<file path="config.mk">
export PLATFORM = sky130hd
export DESIGN_NAME = mode_lock_ctrl
export DESIGN_NICKNAME = d
export VERILOG_FILES = /design/src/rtl/mode_lock_ctrl.sv
export SDC_FILE = /design/constraint.sdc
export NUM_CORES = 1
export LEC_CHECK = 0
export BUFFER_PORTS_ARGS = -buffer_cell sky130_fd_sc_hd__buf_2
export CAP_MARGIN = 20
export CORE_AREA = 5 5 215 217
export DETAILED_ROUTE_END_ITERATION = 10
export DIE_AREA = 0 0 220 222
export PLACE_DENSITY = 0.76
export REMOVE_ABC_BUFFERS = 1
export SYNTH_ARGS = -nofsm -noshare
export SYNTH_HDL_FRONTEND = slang
export SYNTH_SLANG_ARGS = --single-unit
export TNS_END_PERCENT = 100
</file>
<file path="constraint.sdc">
create_clock -name clk -period 1.7 [get_ports clk]
set_input_delay 0.34 -clock clk [delete_from_list [all_inputs] [get_ports clk]]
set_output_delay 0.34 -clock clk [all_outputs]
set_load 0.02 [all_outputs]
</file>
<file path="src/rtl/mode_lock_ctrl.sv">
module mode_lock_ctrl #(
  parameter int ADDR_W    = 8,
  parameter int KEY_WORDS = 8,
  parameter int ID_WORDS  = 8
) (
  input  logic                    clk,
  input  logic                    rst_n,
  input  logic                    cs,
  input  logic                    we,
  input  logic [ADDR_W-1:0]       addr,
  input  logic [31:0]             wdata,
  input  logic [KEY_WORDS*32-1:0] uds_key,
  output logic [31:0]             rdata,
  output logic                    ready,
  output logic                    app_mode,
  output logic [31:0]             mem_addr_seed,
  output logic [31:0]             mem_data_seed
);
  // word groups are power-of-two sized and aligned to their size
  localparam int KIDX_W = $clog2(KEY_WORDS);
  localparam int IIDX_W = $clog2(ID_WORDS);
  localparam logic [ADDR_W-1:0] A_MODE  = ADDR_W'(8'h00);
  localparam logic [ADDR_W-1:0] A_LADDR = ADDR_W'(8'h01);
  localparam logic [ADDR_W-1:0] A_LSIZE = ADDR_W'(8'h02);
  localparam logic [ADDR_W-1:0] A_HASH  = ADDR_W'(8'h03);
  localparam logic [ADDR_W-1:0] A_RSEED = ADDR_W'(8'h04);
  localparam logic [ADDR_W-1:0] A_SSEED = ADDR_W'(8'h05);
  localparam logic [ADDR_W-1:0] ID_BASE = ADDR_W'(8'h20);
  localparam logic [ADDR_W-1:0] K_BASE  = ADDR_W'(8'h40);

  logic                 mode_q, ready_q;
  logic [31:0]          laddr_q, lsize_q, hash_q, rseed_q, sseed_q, rdata_q, rd_mux;
  logic [31:0]          id_q [ID_WORDS];
  logic [KEY_WORDS-1:0] used_q;

  wire wr    = cs & we;
  wire rd    = cs & ~we;
  wire fw_wr = wr & ~mode_q;
  wire id_hit  = addr[ADDR_W-1:IIDX_W] == ID_BASE[ADDR_W-1:IIDX_W];
  wire key_hit = addr[ADDR_W-1:KIDX_W] == K_BASE[ADDR_W-1:KIDX_W];
  wire [IIDX_W-1:0] id_idx  = addr[IIDX_W-1:0];
  wire [KIDX_W-1:0] key_idx = addr[KIDX_W-1:0];
  wire key_open = key_hit & ~mode_q & ~used_q[key_idx];

  always_comb begin
    rd_mux = '0;
    if (id_hit)
      rd_mux = id_q[id_idx];
    else if (key_open)
      rd_mux = uds_key[32*key_idx +: 32];
    else
      case (addr)
        A_MODE:  rd_mux = {32{mode_q}};
        A_LADDR: rd_mux = laddr_q;
        A_LSIZE: rd_mux = lsize_q;
        A_HASH:  rd_mux = hash_q;
        default: rd_mux = '0;
      endcase
  end

  always_ff @(posedge clk or negedge rst_n) begin
    if (!rst_n) begin
      mode_q  <= 1'b0;
      ready_q <= 1'b0;
      rdata_q <= '0;
      laddr_q <= '0;
      lsize_q <= '0;
      hash_q  <= '0;
      rseed_q <= '0;
      sseed_q <= '0;
      used_q  <= '0;
      for (int i = 0; i < ID_WORDS; i++) id_q[i] <= '0;
    end else begin
      ready_q <= cs;
      if (rd) rdata_q <= rd_mux;
      if (rd && key_open) used_q[key_idx] <= 1'b1;
      if (wr && addr == A_MODE) mode_q <= 1'b1;
      if (fw_wr && id_hit) id_q[id_idx] <= wdata;
      if (fw_wr)
        case (addr)
          A_LADDR: laddr_q <= wdata;
          A_LSIZE: lsize_q <= wdata;
          A_HASH:  hash_q  <= wdata;
          A_RSEED: rseed_q <= wdata;
          A_SSEED: sseed_q <= wdata;
          default: ;
        endcase
    end
  end

  assign rdata         = rdata_q;
  assign ready         = ready_q;
  assign app_mode      = mode_q;
  assign mem_addr_seed = rseed_q;
  assign mem_data_seed = sseed_q;
endmodule

</file>
==> results.sh, run 1 <==
export IMPL_outcome="finished with violations"
export IMPL_violations="negative setup slack"
export IMPL_cts_buffers=47
export IMPL_power_switching_mw=6.24
export IMPL_place_area_sq_mm=0.0263
export IMPL_pwr_share_clk_pct=41.3
export IMPL_clkLatencyLatePin_ns=0.59
export IMPL_skew_ns=0.0255
export IMPL_dr_first_iter_drc_count=1407
export IMPL_num_rows=77
export IMPL_p_leak_nw=14.5
export IMPL_syn_area_sq_mm=0.0223
export IMPL_syn_avg_cell_area_sq_um=15.6
export IMPL_rr_worst_depth=7
export IMPL_irDropWorstVdd_mv=0.771
export IMPL_drc=0
export IMPL_drive_gt1_share_pct=69.7
export IMPL_final_common_cell="dfrtp_1"
export IMPL_setup_violations_final=457
export IMPL_powerDensity_mw_per_mm2=838
export IMPL_seqPwrFrac_pct=46.0
export IMPL_vias=16041
export IMPL_slew_viol_final=0
export IMPL_initial_core_util_pct=50.7
export IMPL_grt_pass1_vias=16913
export IMPL_stdcell_area_sq_mm=0.0298
export IMPL_grt_pass1_wl_um=102000
export IMPL_die_x_um=220
export IMPL_die_h_um=222
export IMPL_gr_total_overflow=0
export IMPL_worst_pin_slew_ns=0.581
export IMPL_antenna_found_initial=2
export IMPL_die_area_sq_mm=0.0488
export IMPL_area_growth_pct=34.0
export IMPL_max_freq_mhz=508
export IMPL_ys_seq_area_share_pct=51.5
export IMPL_grt_max_degree=74
export IMPL_arrival_ns=2.43
export IMPL_drt_wl_total_um=74600
export IMPL_setup_tns_ns=-77.19
export IMPL_worst_slack_ns=-0.267
export IMPL_period_needed_ns=1.97
export IMPL_coreArea_sq_mm=0.0439
export IMPL_htree_levels=2
export IMPL_period_share_pct=116
export IMPL_totalPowerFinal_mw=25.0
export IMPL_place_ws_ns=-0.598
export IMPL_p_int_mw=18.8
export IMPL_nNetsFinal=2247
export IMPL_yosys_area_top_type="dfrtp_1"
export IMPL_combPwrFrac_pct=12.8
export IMPL_clk_pin_slew_worst_paths_ns=0.07
export IMPL_cp_end_kind="flop"
export IMPL_clock_path_buffers=3
export IMPL_path_max_fanout=7
export IMPL_critPathRequiredTime_ns=2.17
export IMPL_synth_seq_cells=458
export IMPL_yosysWarnings=0
export IMPL_fillers=2797
export IMPL_drv_cap=0
export IMPL_hold_violations=0
export IMPL_place_inst=2426
export IMPL_synth_top_cell_area_share_pct=51.5
export IMPL_gp_congestion=0.807
export IMPL_cts_root_buf="clkbuf_16"
export IMPL_final_antenna_net_count=0
export IMPL_drt_pre_antenna_iters=7
export IMPL_final_cell_mix="457 x dfrtp_1, 392 x buf_2, 343 x mux2_2"
export IMPL_cts_sinks=458
export IMPL_hold_depth=2
export IMPL_hpwl_um=44000
export IMPL_instances_no_fill=2574
export IMPL_num_io_pins=398
export IMPL_grt_use_total_pct=27.4
export IMPL_finalCoreUtilization_pct=67.9
export IMPL_post_drt_wl_per_cell_um=29.0
export IMPL_cts_tree="yes"
export IMPL_timing_slew_headroom_pct=61.2
export IMPL_start_kind="flop"
export IMPL_io_buffers=397
export IMPL_rsz0062_at_grt="yes"
export IMPL_whs_ns=0.183
export IMPL_routed_via_density=6.23
export IMPL_critPathKind="flop to flop"
export IMPL_power_share_switching_pct=25.0
export IMPL_synthTopCellsByArea="dfrtp_1 51%, mux2_2 24%, mux4_2 16%"
export IMPL_syn_inst=1423
export IMPL_hold_path_class="primary input to flop"
export IMPL_synth_cell_type_count=33
metal layers:
| layer | global-route usage (%) | wire length, um |
|---|---|---|
| met1 | 36.7 | 28500 |
| met2 | 44.7 | 36100 |
| met3 | 6.76 | 7220 |
| met4 | 8.34 | 2890 |
| met5 | 0 | 13 |
area by class of cell:
| type | count | area (sq um) | area share, % |
|---|---|---|---|
| Sequential cell | 458 | 11500 | 38.4 |
| Multi-Input combinational cell | 820 | 11000 | 36.8 |
| Timing Repair Buffer | 618 | 5130 | 17.2 |
| Clock buffer | 73 | 1380 | 4.64 |
| Tap cell | 592 | 741 | 2.48 |
| Clock inverter | 10 | 134 | 0.449 |
| Inverter | 2 | 7.51 | 0.0252 |
| Antenna cell | 1 | 2.50 | 0.00839 |
power by group through the flow:
stage          clock [mW]  combinational (mW)  sequential, mW
6_report             10.3                3.19            11.5
3_5_place_dp            0                2.97            11.7
3_3_place_gp            0                2.89            11.6
4_1_cts              10.4                3.04            11.5
5_1_grt              10.9                3.40            11.5
2_1_floorplan           0                1.06            11.8
kinds of logic (layout without fill, tap and decap cells):
kind of cell,Yosys count,after routing,synth area share [%]
mux,644,644,40.7
compound gates,141,141,3.94
buf+inv,145,703,2.91
other cells,0,1,0
flops,458,458,51.5
simple gates,35,35,1.00
synthesized netlist by cell type, drive strengths merged:
library cell	n
nor2	8
buf	62
or4	1
o21a	1
a21oi	64
o22ai	33
dfrtp	458
nand3b	1
nor2b	5
a41o	4
and4b	1
nand3	7
clkbuf	81
mux2i	2
inv	2
and3	2
nor3	5
o211ai	32
a31o	5
a22o	1
nand2	2
mux4	160
mux2	482
nand2b	2
a21bo	1
and2	1
repair_timing:
item | 4_1_cts | 5_1_grt
hold endpoints to repair | 79 | 0
resized for setup | 76 | 187
hold buffers | 2 | 0
cloned | 10 | 21
buffers inserted | 19 | 16
pin swaps | 3 | 45
endpoints found under the setup margin | 333 | 444
path summary, 6_finish.rpt:
path / start / to / slack, ns
max reg2reg: app_mode$_DFFE_PN0P_ / mem_addr_seed[18]$_DFFE_PN0P_ / -0.27
max in group asynchronous: rst_n / hash_q[29]$_DFFE_PN0P_ / 0.63
min: wdata[19] / hash_q[19]$_DFFE_PN0P_ / 0.18
max: app_mode$_DFFE_PN0P_ / mem_addr_seed[18]$_DFFE_PN0P_ / -0.27
min reg2reg: used_q[2]$_DFFE_PN0P_ / used_q[2]$_DFFE_PN0P_ / 0.48
min in group asynchronous: rst_n / mem_addr_seed[5]$_DFFE_PN0P_ / 0.25
flip-flops by register name, indices dropped and copies added (netlist names):
| name | cells |
|---|---|
| used_q | 8 |
| rdata | 32 |
| mem_addr_seed | 32 |
| lsize_q | 32 |
| laddr_q | 32 |
| id_q | 256 |
| app_mode | 1 |
| mem_data_seed | 32 |
| hash_q | 32 |
| ready | 1 |
worst max-delay path, cell delays in order (launching register included):
cell and delay [ns]:
dfrtp_2 0.41, buf_4 0.14, buf_8 0.12, nor3_2 0.11, buf_4 0.18, and3_4 0.34
clkbuf_16 0.23, mux2_4 0.31
(Power assumes the default switching activity.)
==> inputs of run 2 (changes only) <==
--- a/config.mk
+++ b/config.mk
@@ -10,6 +10,7 @@
 export CORE_AREA = 5 5 215 217
 export DETAILED_ROUTE_END_ITERATION = 10
 export DIE_AREA = 0 0 220 222
+export MAX_ROUTING_LAYER = met4
 export PLACE_DENSITY = 0.76
 export REMOVE_ABC_BUFFERS = 1
 export SYNTH_ARGS = -nofsm -noshare
==> run 2 against run 1 <==
  * The flow still finishes with violations (negative setup slack)
  * Worst setup slack better by 0.0016 ns
  * Count of clock-buffer cells in the layout unchanged
  * Via count decreased by 0.98%
  * Sequential cell count is the same
  * Clock skew rose by 0.0035 ns
  * Critical path depth unchanged
  * Critical path type unchanged
  * Largest power group unchanged
==> results.sh, run 2 (synthesis gave the netlist of run 1 again) <==
export IMPL_grt_pass1_vias=16919
export IMPL_violations="negative setup slack"
export IMPL_period_share_pct=116
export IMPL_die_area_sq_mm=0.0488
export IMPL_vias=15884
export IMPL_cts_root_buf="clkbuf_16"
export IMPL_rsz0062_at_grt="yes"
export IMPL_seqPwrFrac_pct=46.1
export IMPL_io_buffers=397
export IMPL_die_h_um=222
export IMPL_largest_register_ffs=256
export IMPL_p_leak_nw=14.5
export IMPL_combPwrFrac_pct=12.7
export IMPL_gr_total_overflow=0
export IMPL_critPathMostFrequentCell="buf_4"
export IMPL_crit_buf_inv=4
export IMPL_pwr_share_clk_pct=41.2
export IMPL_initial_core_util_pct=50.7
export IMPL_slew_viol_final=0
export IMPL_grt_max_degree=74
export IMPL_clk_pin_slew_worst_paths_ns=0.07
export IMPL_num_io_pins=398
export IMPL_whs_ns=0.177
export IMPL_clkLatencyLatePin_ns=0.59
export IMPL_period_needed_ns=1.97
export IMPL_timing_slew_headroom_pct=73.1
export IMPL_place_ws_ns=-0.598
export IMPL_gp_congestion=0.819
export IMPL_cp_top_family="buffers and inverters"
export IMPL_final_common_cell="dfrtp_1"
export IMPL_power_switching_mw=6.18
export IMPL_critPathKind="flop to flop"
export IMPL_dr_first_iter_drc_count=1421
export IMPL_drt_wl_total_um=73500
export IMPL_drv_cap=0
export IMPL_drc=0
export IMPL_num_rows=77
export IMPL_slowest_delay_ns=0.41
export IMPL_htree_levels=2
export IMPL_clock_path_buffers=3
export IMPL_coreArea_sq_mm=0.0439
export IMPL_cts_tree="yes"
export IMPL_drt_pre_antenna_iters=7
export IMPL_cts_sinks=458
export IMPL_worst_slack_ns=-0.265
export IMPL_p_int_mw=18.8
export IMPL_grt_pass1_wl_um=102000
export IMPL_skew_ns=0.0290
export IMPL_max_freq_mhz=509
export IMPL_path_cells="buf_4 > buf_8 > nor3_2 > buf_4 > and3_4 > clkbuf_16 > mux2_4"
export IMPL_regMostFlops="id_q"
export IMPL_die_x_um=220
export IMPL_grt_use_total_pct=28.2
export IMPL_outcome="finished with violations"
export IMPL_setup_violations_final=457
export IMPL_routed_via_density=6.18
export IMPL_final_cell_mix="457 x dfrtp_1, 392 x buf_2, 341 x mux2_2"
export IMPL_hpwl_um=44000
export IMPL_irDropWorstVdd_mv=0.768
export IMPL_hold_violations=0
export IMPL_area_growth_pct=33.5
export IMPL_critPathSlowestCell="dfrtp_2"
export IMPL_cp_end_kind="flop"
export IMPL_powerDensity_mw_per_mm2=839
export IMPL_power_share_switching_pct=24.8
export IMPL_path_max_fanout=7
export IMPL_hold_path_class="primary input to flop"
export IMPL_drive_gt1_share_pct=69.4
export IMPL_worst_pin_slew_ns=0.404
export IMPL_nNetsFinal=2243
export IMPL_cts_buffers=47
export IMPL_arrival_ns=2.43
export IMPL_final_antenna_net_count=0
export IMPL_critPathRequiredTime_ns=2.17
export IMPL_antenna_found_initial=2
export IMPL_start_kind="flop"
export IMPL_post_drt_wl_per_cell_um=28.6
==> run 2: cell count changes in the layout (fill, tap and decap cells not counted), sizes merged <==
cell,previous run,this run
buf,598,595
clkbuf,91,90
diode,1,2
==> run 2: path summary, 6_finish.rpt <==
kind	startpoint	to	slack, ns	cells after the start
worst max register to register	app_mode$_DFFE_PN0P_	mem_addr_seed[18]$_DFFE_PN0P_	-0.27	7
max in group asynchronous	rst_n	hash_q[29]$_DFFE_PN0P_	0.62	4
worst min-delay path	wdata[19]	hash_q[19]$_DFFE_PN0P_	0.18	2
worst min register to register	used_q[6]$_DFFE_PN0P_	used_q[6]$_DFFE_PN0P_	0.47	1
min in group asynchronous	rst_n	id_q[133]$_DFFE_PN0P_	0.25	2
worst max-delay path	app_mode$_DFFE_PN0P_	mem_addr_seed[18]$_DFFE_PN0P_	-0.27	7
==> run 2: layout make-up <==
| type | count | area [sq um] |
|---|---|---|
| Inverter | 2 | 7.51 |
| Timing Repair Buffer | 614 | 5060 |
| Clock inverter | 10 | 134 |
| Sequential cell | 458 | 11500 |
| Clock buffer | 73 | 1380 |
| Fill cell | 2807 | 14200 |
| Tap cell | 592 | 741 |
| Antenna cell | 2 | 5.00 |
| Multi-Input combinational cell | 820 | 10900 |
==> run 2: routing by layer <==
metal	part of all wire, %	GRT usage [%]	up-vias
li1	-	-	6516
met1	39	36.8	8425
met2	49	44.6	790
met3	8.6	6.70	153
met4	3.4	8.38	0
met5	0	-	-
==> run 2: repair_timing <==
| item | in CTS | in global routing |
|---|---|---|
| hold endpoints to repair | 79 | 0 |
| endpoints found under the setup margin | 333 | 444 |
| gates cloned | 10 | 19 |
| buffers inserted | 19 | 15 |
| hold buffers | 2 | 0 |
| resized for setup | 76 | 173 |
| pin swaps | 3 | 37 |
==> run 2: metrics by stage <==
stage | util [%] | area, sq um | TNS, ns | power [mW] | cells
6_report | 67.7 | 29700 | -72.36 | 24.9 | 2571
5_1_grt | 67.7 | 29700 | -87.06 | 25.8 | 2571
4_1_cts | 65.0 | 28500 | -23.86 | 24.9 | 2540
3_5_place_dp | 59.8 | 26300 | -222.65 | 14.6 | 2426
3_3_place_gp | 59.8 | 26300 | -218.25 | 14.5 | 2426
2_1_floorplan | - | 21600 | -485.16 | 12.9 | 1280
==> run 2: power by group through the flow <==
stage | Combinational (mW) | Clock [mW] | Sequential (mW)
after floorplan | 1.06 | 0 | 11.8
after global placement | 2.89 | 0 | 11.6
after detailed placement | 2.97 | 0 | 11.7
after CTS | 3.04 | 10.4 | 11.5
after global routing | 3.38 | 10.9 | 11.5
final | 3.17 | 10.3 | 11.5
==> inputs of run 3 (changes only) <==
==> constraint.sdc (replaced) <==
create_clock -name clk -period 1.7 [get_ports clk]
set_input_delay 0.255 -clock clk [delete_from_list [all_inputs] [get_ports clk]]
set_output_delay 0.255 -clock clk [all_outputs]
set_load 0.02 [all_outputs]
==> run 3 against run 2 <==
  * Largest power group unchanged
  * Sequential share of layout area fell by 0.068 points
  * Maximum frequency decreased by 0.38%
  * The run still ends with negative setup slack left
  * Via count fell by 0.60%
  * Critical endpoint is now mem_data_seed[29]$_DFFE_PN0P_
  * Final cell count decreased by 0.19%
  * Worst hold slack got worse by 0.089 ns
  * Sequential power about the same
==> results.sh, run 3 (synthesis gave the netlist of run 1 again) <==
export IMPL_period_needed_ns=1.97
export IMPL_drc=0
export IMPL_initial_core_util_pct=50.7
export IMPL_coreArea_sq_mm=0.0439
export IMPL_finalCoreUtilization_pct=67.8
export IMPL_clock_path_buffers=3
export IMPL_reg2reg_to="mem_data_seed[29]$_DFFE_PN0P_"
export IMPL_powerDensity_mw_per_mm2=862
export IMPL_hold_end="lsize_q[24]$_DFFE_PN0P_"
export IMPL_setup_violations_final=447
export IMPL_violations="negative setup slack"
export IMPL_skew_ns=0.0268
export IMPL_drv_cap=0
export IMPL_outcome="finished with violations"
export IMPL_die_area_sq_mm=0.0488
export IMPL_final_common_cell="dfrtp_1"
export IMPL_p_int_mw=19.3
export IMPL_hold_path_class="primary input to flop"
export IMPL_final_antenna_net_count=0
export IMPL_gp_congestion=0.818
export IMPL_rsz0062_at_grt="yes"
export IMPL_cts_tree="yes"
export IMPL_nNetsFinal=2232
export IMPL_drive_gt1_share_pct=69.7
export IMPL_critPathRequiredTime_ns=2.17
export IMPL_largest_register_ffs=256
export IMPL_clk_pin_slew_worst_paths_ns=0.06
export IMPL_hold_violations=0
export IMPL_rr_worst_depth=7
export IMPL_critPathKind="flop to flop"
export IMPL_cp_end_kind="flop"
export IMPL_combPwrFrac_pct=12.3
export IMPL_hp_start="wdata[24]"
export IMPL_p_leak_nw=14.5
export IMPL_antenna_found_initial=4
export IMPL_grt_pass1_wl_um=101000
export IMPL_fillers=2868
export IMPL_cts_buffers=48
export IMPL_pwr_share_clk_pct=42.9
export IMPL_timing_slew_headroom_pct=71.7
export IMPL_period_share_pct=116
export IMPL_final_cell_mix="457 x dfrtp_1, 392 x buf_2, 350 x mux2_2"
export IMPL_stdcell_area_sq_mm=0.0298
export IMPL_regMostFlops="id_q"
export IMPL_drt_pre_antenna_iters=5
export IMPL_start_kind="flop"
export IMPL_slew_viol_final=0
export IMPL_irDropWorstVdd_mv=0.729
export IMPL_arrival_ns=2.44
export IMPL_io_buffers=397
export IMPL_vias=15789
export IMPL_routed_via_density=6.15
export IMPL_area_growth_pct=33.8
export IMPL_worst_slack_ns=-0.273
export IMPL_cts_sinks=458
export IMPL_gr_total_overflow=0
export IMPL_max_freq_mhz=507
export IMPL_worst_pin_slew_ns=0.423
export IMPL_die_h_um=222
export IMPL_die_x_um=220
export IMPL_grt_use_total_pct=27.9
export IMPL_cts_root_buf="clkbuf_16"
export IMPL_register_area_sq_mm=0.0115
export IMPL_r2r_setup_slack_ns=-0.27
export IMPL_clkLatencyLatePin_ns=0.60
export IMPL_place_ws_ns=-0.532
export IMPL_drt_wl_total_um=72900
export IMPL_seqPwrFrac_pct=44.8
export IMPL_htree_levels=2
export IMPL_power_share_switching_pct=24.8
export IMPL_path_max_fanout=12
export IMPL_power_switching_mw=6.36
export IMPL_dr_first_iter_drc_count=1230
export IMPL_hold_depth=2
export IMPL_r2r_start="app_mode$_DFFE_PN0P_"
export IMPL_grt_pass1_vias=16589
export IMPL_place_area_sq_mm=0.0262
export IMPL_num_rows=77
export IMPL_num_io_pins=398
export IMPL_grt_max_degree=74
export IMPL_multi_input_area_sq_mm=0.0109
export IMPL_hpwl_um=43400
export IMPL_post_drt_wl_per_cell_um=28.4
-- run 3: worst max path at each step --
| stage | from | endpoint | slack [ns] | depth (start not counted) |
|---|---|---|---|---|
| floorplan | app_mode$_DFFE_PN0P_ | id_q[0]$_DFFE_PN0P_ | -1.46 | 4 |
| global placement | addr[4] | id_q[90]$_DFFE_PN0P_ | -0.53 | 9 |
| detailed placement | addr[4] | id_q[78]$_DFFE_PN0P_ | -0.53 | 9 |
| CTS | app_mode$_DFFE_PN0P_ | mem_data_seed[29]$_DFFE_PN0P_ | -0.18 | 7 |
| global route | app_mode$_DFFE_PN0P_ | mem_data_seed[29]$_DFFE_PN0P_ | -0.32 | 7 |
| finish | app_mode$_DFFE_PN0P_ | mem_data_seed[29]$_DFFE_PN0P_ | -0.27 | 7 |
-- run 3: metrics by stage --
step,std cells,setup TNS (ns),power [mW],hold slack [ns]
final,2566,-70.15,25.7,0.0881
after global placement,2415,-181.06,14.5,0.129
after floorplan,1280,-482.10,12.9,-0.0406
after CTS,2532,-30.46,25.6,0.0421
after global routing,2566,-89.70,26.5,0.0887
after detailed placement,2415,-187.81,14.6,0.127
-- run 3: critical path, cell delays in order (launching register included) --
cell,delay (ns)
dfrtp_2,0.42
and4b_1,0.30
buf_6,0.13
nand3b_4,0.13
nor2_4,0.17
buf_12,0.14
buf_16,0.19
mux2_2,0.35
-- run 3: metal layers --
| metal | vias up | GRT usage, % | share of wire (%) |
|---|---|---|---|
| li1 | 6507 | - | - |
| met1 | 8272 | 37.0 | 39 |
| met2 | 843 | 44.3 | 49 |
| met3 | 167 | 6.01 | 9.1 |
| met4 | 0 | 7.69 | 3.6 |
| met5 | - | - | 0 |
-- run 3: area by class of cell --
type	instances	area share, %
Sequential cell	458	38.5
Clock inverter	18	0.769
Multi-Input combinational cell	820	36.6
Tap cell	592	2.49
Inverter	2	0.0252
Antenna cell	4	0.0336
Clock buffer	70	4.79
Timing Repair Buffer	602	16.8
-- run 3: what timing repair did --
action / CTS / global route
setup buffers: 16 / 14
setup endpoints to repair: 345 / 421
hold buffers: 2 / 0
gates resized for setup: 98 / 147
endpoints found under the hold margin: 218 / 0
pin swaps: 2 / 29
cloned: 11 / 19
-- run 3: power by group through the flow --
stage                     sequential [mW]  combinational, mW  clock [mW]
after floorplan                      11.8               1.06           0
after global placement               11.6               2.86           0
after detailed placement             11.7               2.94           0
after CTS                            11.5               3.01        11.1
after global routing                 11.5               3.36        11.6
final                                11.5               3.15        11.0
